===== config.mk =====
export PLATFORM = sky130hd
export DESIGN_NAME = i2c_req_slave
export DESIGN_NICKNAME = d
export VERILOG_FILES = /design/src/rtl/i2cs_pkg.sv /design/src/rtl/i2cs_sync.sv /design/src/rtl/i2cs_fifo.sv /design/src/rtl/i2c_req_slave.sv
export SDC_FILE = /design/constraint.sdc
export NUM_CORES = 1
export LEC_CHECK = 0
export BUFFER_PORTS_ARGS = -buffer_cell sky130_fd_sc_hd__buf_2
export CAP_MARGIN = 20
export CORE_ASPECT_RATIO = 2
export CORE_MARGIN = 3
export CORE_UTILIZATION = 53
export CTS_BUF_LIST = sky130_fd_sc_hd__clkbuf_2
export DETAILED_ROUTE_END_ITERATION = 8
export MAX_ROUTING_LAYER = met4
export PLACE_DENSITY = 0.73
export SLEW_MARGIN = 5
export SYNTH_ARGS = -nofsm -noshare
export SYNTH_HDL_FRONTEND = slang
export SYNTH_HIERARCHICAL = 1
export SYNTH_SLANG_ARGS = --single-unit

===== constraint.sdc =====
create_clock -name clk -period 3 [get_ports clk]
set_input_delay 0.6 -clock clk [delete_from_list [all_inputs] [get_ports clk]]
set_output_delay 0.6 -clock clk [all_outputs]
set_load 0.05 [all_outputs]

===== src/rtl/i2cs_pkg.sv =====
package i2cs_pkg;
    typedef enum logic [2:0] {
        ST_IDLE,
        ST_ADDR,
        ST_AACK,
        ST_WDATA,
        ST_WACK,
        ST_RDATA,
        ST_RACK,
        ST_SKIP
    } i2cs_state_t;

    localparam int unsigned BYTE_W = 8;
    localparam int unsigned DEV_ADDR_W = 7;
endpackage


===== src/rtl/i2cs_sync.sv =====
module i2cs_sync #(
    parameter int unsigned STAGES = 2
) (
    input  logic clk,
    input  logic rst_n,
    input  logic scl_i,
    input  logic sda_i,
    output logic sda_s,
    output logic scl_rise,
    output logic scl_fall,
    output logic start_det,
    output logic stop_det
);
    // STAGES flops for synchronisation plus one for edge history
    logic [STAGES:0] scl_p;
    logic [STAGES:0] sda_p;
    logic scl_s;
    logic scl_q;
    logic sda_q;

    always_ff @(posedge clk or negedge rst_n) begin
        if (!rst_n) begin
            scl_p <= '1;
            sda_p <= '1;
        end else begin
            scl_p <= {scl_p[STAGES-1:0], scl_i};
            sda_p <= {sda_p[STAGES-1:0], sda_i};
        end
    end

    assign scl_s     = scl_p[STAGES-1];
    assign scl_q     = scl_p[STAGES];
    assign sda_s     = sda_p[STAGES-1];
    assign sda_q     = sda_p[STAGES];
    assign scl_rise  = scl_s & ~scl_q;
    assign scl_fall  = ~scl_s & scl_q;
    assign start_det = scl_s & scl_q & sda_q & ~sda_s;
    assign stop_det  = scl_s & scl_q & ~sda_q & sda_s;
endmodule


===== src/rtl/i2cs_fifo.sv =====
module i2cs_fifo #(
    parameter int unsigned DEPTH = 4,
    parameter int unsigned WIDTH = 8
) (
    input  logic             clk,
    input  logic             rst_n,
    input  logic             push,
    input  logic [WIDTH-1:0] din,
    input  logic             pop,
    output logic [WIDTH-1:0] head,
    output logic             empty,
    output logic             full
);
    localparam int unsigned AW = (DEPTH > 1) ? $clog2(DEPTH) : 1;
    localparam logic [AW-1:0] LAST = AW'(DEPTH - 1);
    localparam logic [AW:0] CNT_FULL = (AW + 1)'(DEPTH);

    logic [WIDTH-1:0] mem [DEPTH];
    logic [AW-1:0] wr_ptr;
    logic [AW-1:0] rd_ptr;
    logic [AW:0]   count;
    logic          push_ok;
    logic          pop_ok;

    assign empty   = (count == '0);
    assign full    = (count == CNT_FULL);
    assign push_ok = push & ~full;
    assign pop_ok  = pop & ~empty;
    assign head    = mem[rd_ptr];

    always_ff @(posedge clk) begin
        if (push_ok) begin
            mem[wr_ptr] <= din;
        end
    end

    always_ff @(posedge clk or negedge rst_n) begin
        if (!rst_n) begin
            wr_ptr <= '0;
            rd_ptr <= '0;
            count  <= '0;
        end else begin
            if (push_ok) begin
                wr_ptr <= (wr_ptr == LAST) ? '0 : wr_ptr + 1'b1;
            end
            if (pop_ok) begin
                rd_ptr <= (rd_ptr == LAST) ? '0 : rd_ptr + 1'b1;
            end
            if (push_ok && !pop_ok) begin
                count <= count + 1'b1;
            end else if (pop_ok && !push_ok) begin
                count <= count - 1'b1;
            end
        end
    end
endmodule


===== src/rtl/i2c_req_slave.sv =====
module i2c_req_slave
    import i2cs_pkg::*;
#(
    parameter int unsigned FIFO_DEPTH  = 4,
    parameter int unsigned SYNC_STAGES = 2
) (
    input  logic                  clk,
    input  logic                  rst_n,
    input  logic                  scl_i,
    input  logic                  sda_i,
    output logic                  sda_pull,
    output logic                  irq_pull,
    input  logic [DEV_ADDR_W-1:0] cfg_addr,
    input  logic                  cfg_chk_en,
    output logic                  rx_valid,
    output logic [BYTE_W-1:0]     rx_data,
    input  logic                  tx_push,
    input  logic [BYTE_W-1:0]     tx_data,
    output logic                  tx_full
);
    localparam logic [3:0] BITS_DONE = 4'(BYTE_W);

    i2cs_state_t       state;
    logic [3:0]        bit_cnt;
    logic [BYTE_W-1:0] shreg;
    logic              rw;
    logic              host_ack;

    logic sda_s, scl_rise, scl_fall, start_det, stop_det;
    logic fifo_empty, fifo_full, pop;
    logic [BYTE_W-1:0] fifo_head, tx_head;
    logic addr_ok;

    i2cs_sync #(.STAGES(SYNC_STAGES)) u_sync (
        .clk       (clk),
        .rst_n     (rst_n),
        .scl_i     (scl_i),
        .sda_i     (sda_i),
        .sda_s     (sda_s),
        .scl_rise  (scl_rise),
        .scl_fall  (scl_fall),
        .start_det (start_det),
        .stop_det  (stop_det)
    );

    i2cs_fifo #(.DEPTH(FIFO_DEPTH), .WIDTH(BYTE_W)) u_fifo (
        .clk   (clk),
        .rst_n (rst_n),
        .push  (tx_push),
        .din   (tx_data),
        .pop   (pop),
        .head  (fifo_head),
        .empty (fifo_empty),
        .full  (fifo_full)
    );

    // an empty queue sends all ones: the line stays released
    assign tx_head = fifo_empty ? '1 : fifo_head;
    assign addr_ok = !cfg_chk_en || (shreg[BYTE_W-1:1] == cfg_addr);
    // pop only once the eighth bit has been clocked out
    assign pop = (state == ST_RDATA) && scl_fall && !start_det && !stop_det
                 && (bit_cnt == BITS_DONE);

    always_ff @(posedge clk or negedge rst_n) begin
        if (!rst_n) begin
            state    <= ST_IDLE;
            bit_cnt  <= '0;
            shreg    <= '0;
            rw       <= 1'b0;
            host_ack <= 1'b0;
            rx_valid <= 1'b0;
            rx_data  <= '0;
        end else begin
            rx_valid <= 1'b0;
            if (start_det) begin
                state   <= ST_ADDR;
                bit_cnt <= '0;
            end else if (stop_det) begin
                state <= ST_IDLE;
            end else begin
                unique case (state)
                    ST_IDLE, ST_SKIP: begin
                    end
                    ST_ADDR: begin
                        if (scl_rise) begin
                            shreg   <= {shreg[BYTE_W-2:0], sda_s};
                            bit_cnt <= bit_cnt + 1'b1;
                        end else if (scl_fall && bit_cnt == BITS_DONE) begin
                            rw    <= shreg[0];
                            state <= addr_ok ? ST_AACK : ST_SKIP;
                        end
                    end
                    ST_AACK: begin
                        if (scl_fall) begin
                            bit_cnt <= '0;
                            if (rw) begin
                                state <= ST_RDATA;
                                shreg <= tx_head;
                            end else begin
                                state <= ST_WDATA;
                            end
                        end
                    end
                    ST_WDATA: begin
                        if (scl_rise) begin
                            shreg   <= {shreg[BYTE_W-2:0], sda_s};
                            bit_cnt <= bit_cnt + 1'b1;
                        end else if (scl_fall && bit_cnt == BITS_DONE) begin
                            rx_data  <= shreg;
                            rx_valid <= 1'b1;
                            state    <= ST_WACK;
                        end
                    end
                    ST_WACK: begin
                        if (scl_fall) begin
                            bit_cnt <= '0;
                            state   <= ST_WDATA;
                        end
                    end
                    ST_RDATA: begin
                        if (scl_rise) begin
                            bit_cnt <= bit_cnt + 1'b1;
                        end else if (scl_fall) begin
                            if (bit_cnt == BITS_DONE) begin
                                state <= ST_RACK;
                            end else begin
                                shreg <= {shreg[BYTE_W-2:0], 1'b1};
                            end
                        end
                    end
                    ST_RACK: begin
                        if (scl_rise) begin
                            host_ack <= ~sda_s;
                        end else if (scl_fall) begin
                            if (host_ack) begin
                                state   <= ST_RDATA;
                                shreg   <= tx_head;
                                bit_cnt <= '0;
                            end else begin
                                state <= ST_SKIP;
                            end
                        end
                    end
                endcase
            end
        end
    end

    always_comb begin
        case (state)
            ST_AACK, ST_WACK: sda_pull = 1'b1;
            ST_RDATA:         sda_pull = ~shreg[BYTE_W-1];
            default:          sda_pull = 1'b0;
        endcase
        irq_pull = ~fifo_empty;
        tx_full  = fifo_full;
    end
endmodule


# ---- Yosys cells after proc, flatten, opt, wreduce, memory -nomap -nowiden
# Memory sizes are Yosys's and may differ from the RTL's.
# Index checks and enable logic that the tools add are counted.
dict set report op_classes {
  addsub 5
  multipliers 0
  div 0
  order_cmp 0
  eq_ne 37
  n_shift 0
  muxes 48
  bitwise 19
  reduce_logical 27
}
# op n
set ops {}
lappend ops {{8-bit two-way mux} 10}
lappend ops {{3-bit two-way mux} 17}
lappend ops {{4-bit != test (second input constant)} 10}
lappend ops {{8-bit case mux with 4 select lines} 1}
lappend ops {{4-bit two-way mux} 7}
lappend ops {{12-bit AND reduction} 2}
lappend ops {{2-bit != test (second input constant)} 9}
lappend ops {{3-bit case mux with 6 select lines} 1}
lappend ops {{3-bit == test (second input constant)} 4}
lappend ops {{4-bit case mux with 3 select lines} 1}
lappend ops {{1-bit inverter} 10}
lappend ops {{5-bit AND reduction} 2}
lappend ops {{1-bit AND} 9}
lappend ops {{3-bit != test (second input constant)} 3}
lappend ops {{4-bit nonzero test} 2}
lappend ops {{8-bit nonzero test} 1}
lappend ops {{7-bit == test} 1}
lappend ops {{1-bit logical AND} 7}
lappend ops {{1-bit two-way mux} 7}
lappend ops {{7-bit AND reduction} 1}
lappend ops {{3-bit by 2-bit == test with 1-bit output (second input constant)} 2}
lappend ops {{2-bit two-way mux} 3}
lappend ops {{3-bit by 1-bit != test with 1-bit output (second input constant)} 2}
lappend ops {{1-bit logical NOT} 5}
lappend ops {{16 further kinds} 19}
dict set report totals {
  regBits 39
  latchBits 0
  ram_bits 32
  rom_bits 0
  inputBits 21
  out_inout_bits 12
  word_cells 149
  memories 1
}
# name words width rd rd_clocked_by_memory_dff write_ports line
set mem_list {}
lappend mem_list {u_fifo.mem 4 8 1 0 1 i2cs_fifo.sv:18} ;# logic [WIDTH-1:0] mem [DEPTH];

# ---- Logic depth before layout (Yosys ltp)
# Gate-level depths: netlist of run 1.
dict set report logic_depth {
  word_depth 11
  ltp_mapped 11
  ltp_nobuf 11
}

# ---- Modules after synthesis
# Netlist of run 1, hierarchy kept.
# module instances cells_per_inst area_each_um2 seq_area_each_um2
set modules_own_cells {}
lappend modules_own_cells {i2c_req_slave 1 166 1674.1 650.6}
lappend modules_own_cells {i2cs_fifo 1 79 1617.8 1136.1}
lappend modules_own_cells {i2cs_sync 1 10 190.2 157.7}

# ---- Worst setup path after synthesis of run 1
# Ideal clock, no wire load.
dict set report synth_path {
  kind {register to register}
  start {register u_sync.sda_p[2]}
  end {register u_fifo.count[1]}
  setup_ns 0.125
  arrival_ns 2.450
  required_time_ns 2.875
  slack_ns 0.426
  stages_incl_launch_ff 10
  path_buffers 0
  period_less_slack_ns 2.574
  cell_sequence {dfstp_2 > and4b_1 > nor2_1 > nand2_1 > nor4_1 > nand2b_4 > ha_1 > inv_1 > fa_1 > mux2_2}
}
dict set report synth_between {
  elab_chain_cells 10
  elab_cells_between_ends 16
  classes_between {mux (1); bitwise (6); reduce/logical (9)}
}
# item line
set synth_rtl {}
lappend synth_rtl {{start, declared} i2cs_sync.sv:16} ;# logic [STAGES:0] sda_p;
lappend synth_rtl {{start signal, assigned} i2cs_sync.sv:27} ;# sda_p <= {sda_p[STAGES-1:0], sda_i};
lappend synth_rtl {{1-bit inverter *} i2cs_sync.sv:38} ;# assign stop_det = scl_s & scl_q & ~sda_q & sda_s;
lappend synth_rtl {{1-bit AND * (2 in series)} i2cs_sync.sv:38}
lappend synth_rtl {{named net stop_det} i2c_req_slave.sv:29} ;# logic sda_s, scl_rise, scl_fall, start_det, stop_det;
lappend synth_rtl {{1-bit logical NOT *} i2c_req_slave.sv:61} ;# assign pop = (state == ST_RDATA) && scl_fall && !start_det && !stop_det
lappend synth_rtl {{1-bit logical AND *} i2c_req_slave.sv:61}
lappend synth_rtl {{1-bit logical AND *} i2c_req_slave.sv:62} ;# && (bit_cnt == BITS_DONE);
lappend synth_rtl {{named net pop} i2c_req_slave.sv:30} ;# logic fifo_empty, fifo_full, pop;
lappend synth_rtl {{1-bit AND *} i2cs_fifo.sv:28} ;# assign pop_ok = pop & ~empty;
lappend synth_rtl {{1-bit logical NOT} i2cs_fifo.sv:49} ;# if (push_ok && !pop_ok) begin
lappend synth_rtl {{1-bit logical AND} i2cs_fifo.sv:49}
lappend synth_rtl {{3-bit two-way mux or 2-bit nonzero test (tied branches)} n/a}
lappend synth_rtl {{end signal, assigned} i2cs_fifo.sv:50} ;# count <= count + 1'b1;
lappend synth_rtl {{end signal, assigned} i2cs_fifo.sv:52} ;# count <= count - 1'b1;
lappend synth_rtl {{end, declared} i2cs_fifo.sv:21} ;# logic [AW:0] count;
# Mark *: on every way through the listed nets, which the timed path passes. The rest lies on a longest branch.
# A chain may end at the register's enable or synchronous reset.

# ---- Worst setup path in the final report of run 1
# Same ends and word-level chain as after synthesis.

==> results of run 1 <==
worst max path at each step:
stage | start | endpoint
6_report | u_sync/sda_p[2] | u_fifo/count[1]
5_1_grt | u_sync/sda_p[2] | u_fifo/count[1]
4_1_cts | u_sync/sda_p[2] | u_fifo/count[1]
3_5_place_dp | u_sync/sda_p[2] | u_fifo/count[1]
3_3_place_gp | u_sync/sda_p[2] | u_fifo/count[1]
2_1_floorplan | u_sync/sda_p[2] | u_fifo/count[1]
cells in the final DEF (no fill, tap or decap), types with 4 or more instances in the layout:
cell	n
edfxtp_1	32
nand2_1	12
mux2_4	12
nand2b_1	4
xor2_1	9
nor2_1	15
mux4_2	8
buf_4	7
buf_2	32
clkbuf_2	9
mux2_1	8
dfstp_2	6
nand3_1	7
ha_1	8
dfrtp_1	33
inv_1	12
o21ai_0	9
a21oi_1	5
nor2b_1	7
power by group:
group | total (mW) | switching, mW | internal [mW]
registers | 1.45 | 0.193 | 1.25
clock network | 0.567 | 0.364 | 0.203
logic | 1.19 | 0.647 | 0.548
layer usage:
layer | wire [um] | share of wire | GRT usage | vias up
li1 | - | - | - | 1013
met1 | 2410 | 0.38 | 0.198 | 1060
met2 | 3510 | 0.55 | 0.332 | 43
met3 | 204 | 0.032 | 0.0381 | 18
met4 | 228 | 0.036 | 0.116 | 0
met5 | 0 | 0 | - | -
flip-flops by register name (all words and copies together) (netlist names):
name           cells
u_sync/scl_p       3
rx_data            8
u_fifo/count       3
rx_valid           1
host_ack           1
state              3
shreg              8
rw                 1
u_fifo/wr_ptr      2
u_fifo/rd_ptr      2
u_sync/sda_p       3
bit_cnt            4
u_fifo/mem        32
cell type report:
class,instances,area (um2),area share
clock buffers,9,45.0,0.0117
flip-flops and latches,71,1940,0.505
well taps,86,108,0.0279
multi-input cells,160,1420,0.368
clock inverters,7,78.8,0.0205
repair buffers,39,213,0.0552
inverters,12,45.0,0.0117
through the flow:
stage / setup WS, ns / cell area, um2 / std cells / power (mW) / utilization
after floorplan: 0.426 / 3480 / 255 / 2.40 / -
after global placement: 0.294 / 3730 / 368 / 2.63 / 0.586
final: 0.145 / 3850 / 384 / 3.21 / 0.606
after CTS: 0.155 / 3850 / 384 / 3.24 / 0.606
after detailed placement: 0.245 / 3730 / 368 / 2.67 / 0.586
after global routing: 0.00789 / 3850 / 384 / 3.43 / 0.606
cells by family after synthesis:
group,synth area share
buffers and inverters,0.0341
AO/OA/AOI/OAI,0.0805
flip-flops,0.558
adder cells (fa/ha/maj),0.0345
multiplexers,0.145
XOR/XNOR,0.0252
AND/OR/NAND/NOR,0.123
==> results.json, run 1 <==
{
  "status": "finished clean",
  "postCtsSetupBuffers": 0,
  "synthCells": 255,
  "synth_area_leader_cell": "edfxtp_1",
  "async_flop_share": 0.549,
  "hold_viol": 0,
  "initial_utilization": 0.547,
  "grt-ovfl-total": 0,
  "gp_congestion": 0.972,
  "min_period_ns": 2.86,
  "drtIter0Drc": 115,
  "clock_latency_ns": 0.51,
  "antenna_found_initial": 0,
  "routed_wl_um": 6350,
  "tightest_slew_ns": 0.878,
  "clockBufferDepth": 2,
  "die_area_um2": 7640,
  "finalCritPeriodShare": 0.952,
  "critical_path_class": "flop to flop",
  "power_leakage_nw": 1.64,
  "clock_sinks": 71,
  "slew_headroom": 0.415,
  "crit_cells": 9,
  "avgRoutedWirePerCell_um": 16.5,
  "cts_resized": 0,
  "tns_ns": 0,
  "path_cells": "and4b_1, nor2_1, nand2_1, nor4_1, nand2b_4, ha_1, inv_1, fa_1, mux2_2",
  "cts_tree": "built",
  "synth_nets": 285,
  "cp_num_buf_inv": 1,
  "yosys-top-cells-area": "edfxtp_1 28%, dfrtp_1 24%, mux2_4 5.2%",
  "cp-start-kind": "flop",
  "cts-hold-fix-buffers": 0,
  "cts_root_buffer": "clkbuf_2",
  "grt_max_degree": 40,
  "synth-edff-count": 32,
  "cpMaxStageDelayCell": "dfstp_2",
  "fin_hold_ws_ns": 0.170,
  "die_y_um": 121,
  "ys_seq_elements": 71,
  "io_pins": 33,
  "regToRegStartpoint": "u_sync/sda_p[2]",
  "regToRegSetupSlack_ns": 0.14,
  "area_delta_synth_final_pct": 10.6,
  "ys_seq_area_frac": 0.558,
  "syn_area_um2": 3480,
  "port-buffer-count": 32,
  "max_clock_freq_mhz": 350,
  "fillCellCount": 584,
  "finalSetupViolCount": 0,
  "fin_worst_skew_ns": 0.0273,
  "crit_arrival_ns": 3.26,
  "ant_nets": 0,
  "rsz0062_at_grt": "no",
  "ys_types": 58,
  "h-tree-depth": 3,
  "ys_warn_count": 6,
  "cp-end-kind": "flop",
  "dpl.hpwl_um": 4680,
  "power_density_nw_per_um2": 833,
  "synth_top_cell_area_share": 0.276,
  "slew_violations": 0,
  "yosysMostFrequentCell": "dfrtp_1",
  "cap_violations": 0,
  "viasPerCell": 5.56,
  "grt_pass1_vias": 2299,
  "via_count": 2134,
  "row_count": 41,
  "nets": 323,
  "r2r_cells": 9,
  "core_um2": 6360,
  "max_stage_delay_ns": 0.57,
  "cp_max_fo": 6,
  "r2r_end": "u_fifo/count[1]",
  "irDropWorstVdd_mv": 0.482,
  "die_w_um": 63.3,
  "antenna_cells": 0,
  "hold_class": "primary input to asynchronous set/reset pin",
  "first_pass_iters": 4,
  "drive_above_1_share": 0.309,
  "crit_required_ns": 3.40,
  "gr-usage-all-layers": 0.192,
  "avgSynthCellArea_um2": 13.7,
  "drc_errors": 0,
  "grt_pass1_wl_um": 10800,
  "cts_made_buffers": 9,
  "yosys-top-cells-count": "33 x dfrtp_1, 32 x edfxtp_1, 15 x nor2_1",
  "clk_pin_slew_ns": 0.22,
  "cp_top_family": "simple AND/OR/NAND/NOR gates",
  "ys.flop_type": "dfrtp_1"
}
Note: power is estimated with default switching activity, not from simulation.
==> run 2, diff against run 1 <==
--- a/config.mk
+++ b/config.mk
@@ -12,7 +12,6 @@
 export CORE_UTILIZATION = 53
 export CTS_BUF_LIST = sky130_fd_sc_hd__clkbuf_2
 export DETAILED_ROUTE_END_ITERATION = 8
-export MAX_ROUTING_LAYER = met4
 export PLACE_DENSITY = 0.73
 export SLEW_MARGIN = 5
 export SYNTH_ARGS = -nofsm -noshare
==> run 2 against run 1 <==
First-iteration DRC count is 3.5% higher. Non-clock buffer count stayed put. Sequential power hardly changed. Sequential share of layout area stayed put. Critical path type unchanged. Highest routed layer unchanged.
==> results.json, run 2 (synthesized netlist as in run 1, its figures left out) <==
{
  "grt_pass1_wl_um": 10800,
  "area_delta_synth_final_pct": 10.6,
  "cap_violations": 0,
  "cp-start-kind": "flop",
  "fin_ws_ns": 0.151,
  "post-route-util": 0.606,
  "cp-end-kind": "flop",
  "fillCellCount": 584,
  "cp_max_fo": 6,
  "slew_headroom": 0.414,
  "drc_errors": 0,
  "pre_cts_slack_ns": 0.245,
  "grt-ovfl-total": 0,
  "top_regs": "u_fifo/mem x32, rx_data x8, shreg x8",
  "hold_class": "primary input to asynchronous set/reset pin",
  "antenna_found_initial": 0,
  "die_w_um": 63.3,
  "h-tree-depth": 3,
  "final_area_um2": 3850,
  "power.total_mw": 3.20,
  "regToRegStartpoint": "u_sync/sda_p[2]",
  "tightest_slew_ns": 0.880,
  "viasPerCell": 5.52,
  "tns_ns": 0,
  "routed_wl_um": 6330,
  "initial_utilization": 0.547,
  "regToRegSetupSlack_ns": 0.15,
  "antenna_cells": 0,
  "placedCellCount": 368,
  "cts-hold-fix-buffers": 0,
  "final_cell_mix": "33 x dfrtp_1, 32 x buf_2, 32 x edfxtp_1",
  "clock_sinks": 71,
  "clockBufferDepth": 2,
  "row_count": 41,
  "via_count": 2121,
  "max_clock_freq_mhz": 351,
  "avgRoutedWirePerCell_um": 16.5,
  "nets": 323,
  "cts_root_buffer": "clkbuf_2",
  "die_y_um": 121,
  "ant_nets": 0,
  "clk_pin_slew_ns": 0.21,
  "final_common_cell": "dfrtp_1",
  "fin_worst_skew_ns": 0.0236,
  "irDropWorstVdd_mv": 0.483,
  "r2r_end": "u_fifo/count[1]",
  "crit_arrival_ns": 3.25,
  "drtIter0Drc": 119,
  "die_area_um2": 7640,
  "cts_resized": 0,
  "min_period_ns": 2.85,
  "finalSetupViolCount": 0,
  "critical_path_class": "flop to flop",
  "hold_viol": 0,
  "r2r_cells": 9,
  "crit_required_ns": 3.40,
  "largest_register_ff_count": 32,
  "drive_above_1_share": 0.309,
  "cts_tree": "built",
  "port-buffer-count": 32,
  "slew_violations": 0,
  "multi_input_area_um2": 1420,
  "layout.cells.non_filler": 384,
  "first_pass_iters": 4,
  "io_pins": 33,
  "clock_latency_ns": 0.51,
  "seqCellArea_um2": 1940,
  "power_density_nw_per_um2": 832,
  "power_leakage_nw": 1.64,
  "finalCritPeriodShare": 0.950,
  "gr-usage-all-layers": 0.187,
  "cts_made_buffers": 9,
  "dpl.hpwl_um": 4680,
  "status": "finished clean",
  "gp_congestion": 0.954,
  "core_um2": 6360,
  "postCtsSetupBuffers": 0,
  "rsz0062_at_grt": "no",
  "grt_max_degree": 40,
  "grt_pass1_vias": 2306,
  "place_area_um2": 3730,
  "fin_hold_ws_ns": 0.177,
  "top_register": "u_fifo/mem"
}
-- run 2: worst max-delay path by stage --
| stage | to | cells past startpoint | startpoint |
|---|---|---|---|
| global placement | u_fifo/count[1] | 9 | u_sync/sda_p[2] |
| detailed placement | u_fifo/count[1] | 9 | u_sync/sda_p[2] |
| floorplan | u_fifo/count[1] | 9 | u_sync/sda_p[2] |
| finish | u_fifo/count[1] | 9 | u_sync/sda_p[2] |
| CTS | u_fifo/count[1] | 9 | u_sync/sda_p[2] |
| global route | u_fifo/count[1] | 9 | u_sync/sda_p[2] |
-- run 2: layer usage --
layer | share of wire | vias to the layer above | track usage
met3 | 0.033 | 18 | 0.0344
met5 | 0 | - | 0
li1 | - | 1012 | -
met2 | 0.56 | 44 | 0.332
met4 | 0.036 | 0 | 0.124
met1 | 0.37 | 1047 | 0.196
-- run 2: final cells by class --
type	instances	area share
Inverter	12	0.0117
Tap cell	86	0.0279
Sequential cell	71	0.505
Clock buffer	9	0.0117
Multi-Input combinational cell	160	0.368
Timing Repair Buffer	39	0.0552
Clock inverter	7	0.0205
-- run 2: power breakdown --
group / switching (mW) / internal [mW] / total, mW / leakage [nW]
Sequential: 0.193 / 1.25 / 1.45 / 0.782
Combinational: 0.645 / 0.548 / 1.19 / 0.786
Clock: 0.362 / 0.203 / 0.566 / 0.0773
Total: 1.20 / 2.00 / 3.20 / 1.64
-- run 2: critical path: stages, from the launching register on --
cell and delay, ns:
dfstp_2 0.57, and4b_1 0.25, nor2_1 0.30, nand2_1 0.12, nor4_1 0.42, nand2b_4 0.12, ha_1 0.23, inv_1 0.09
fa_1 0.39, mux2_2 0.26
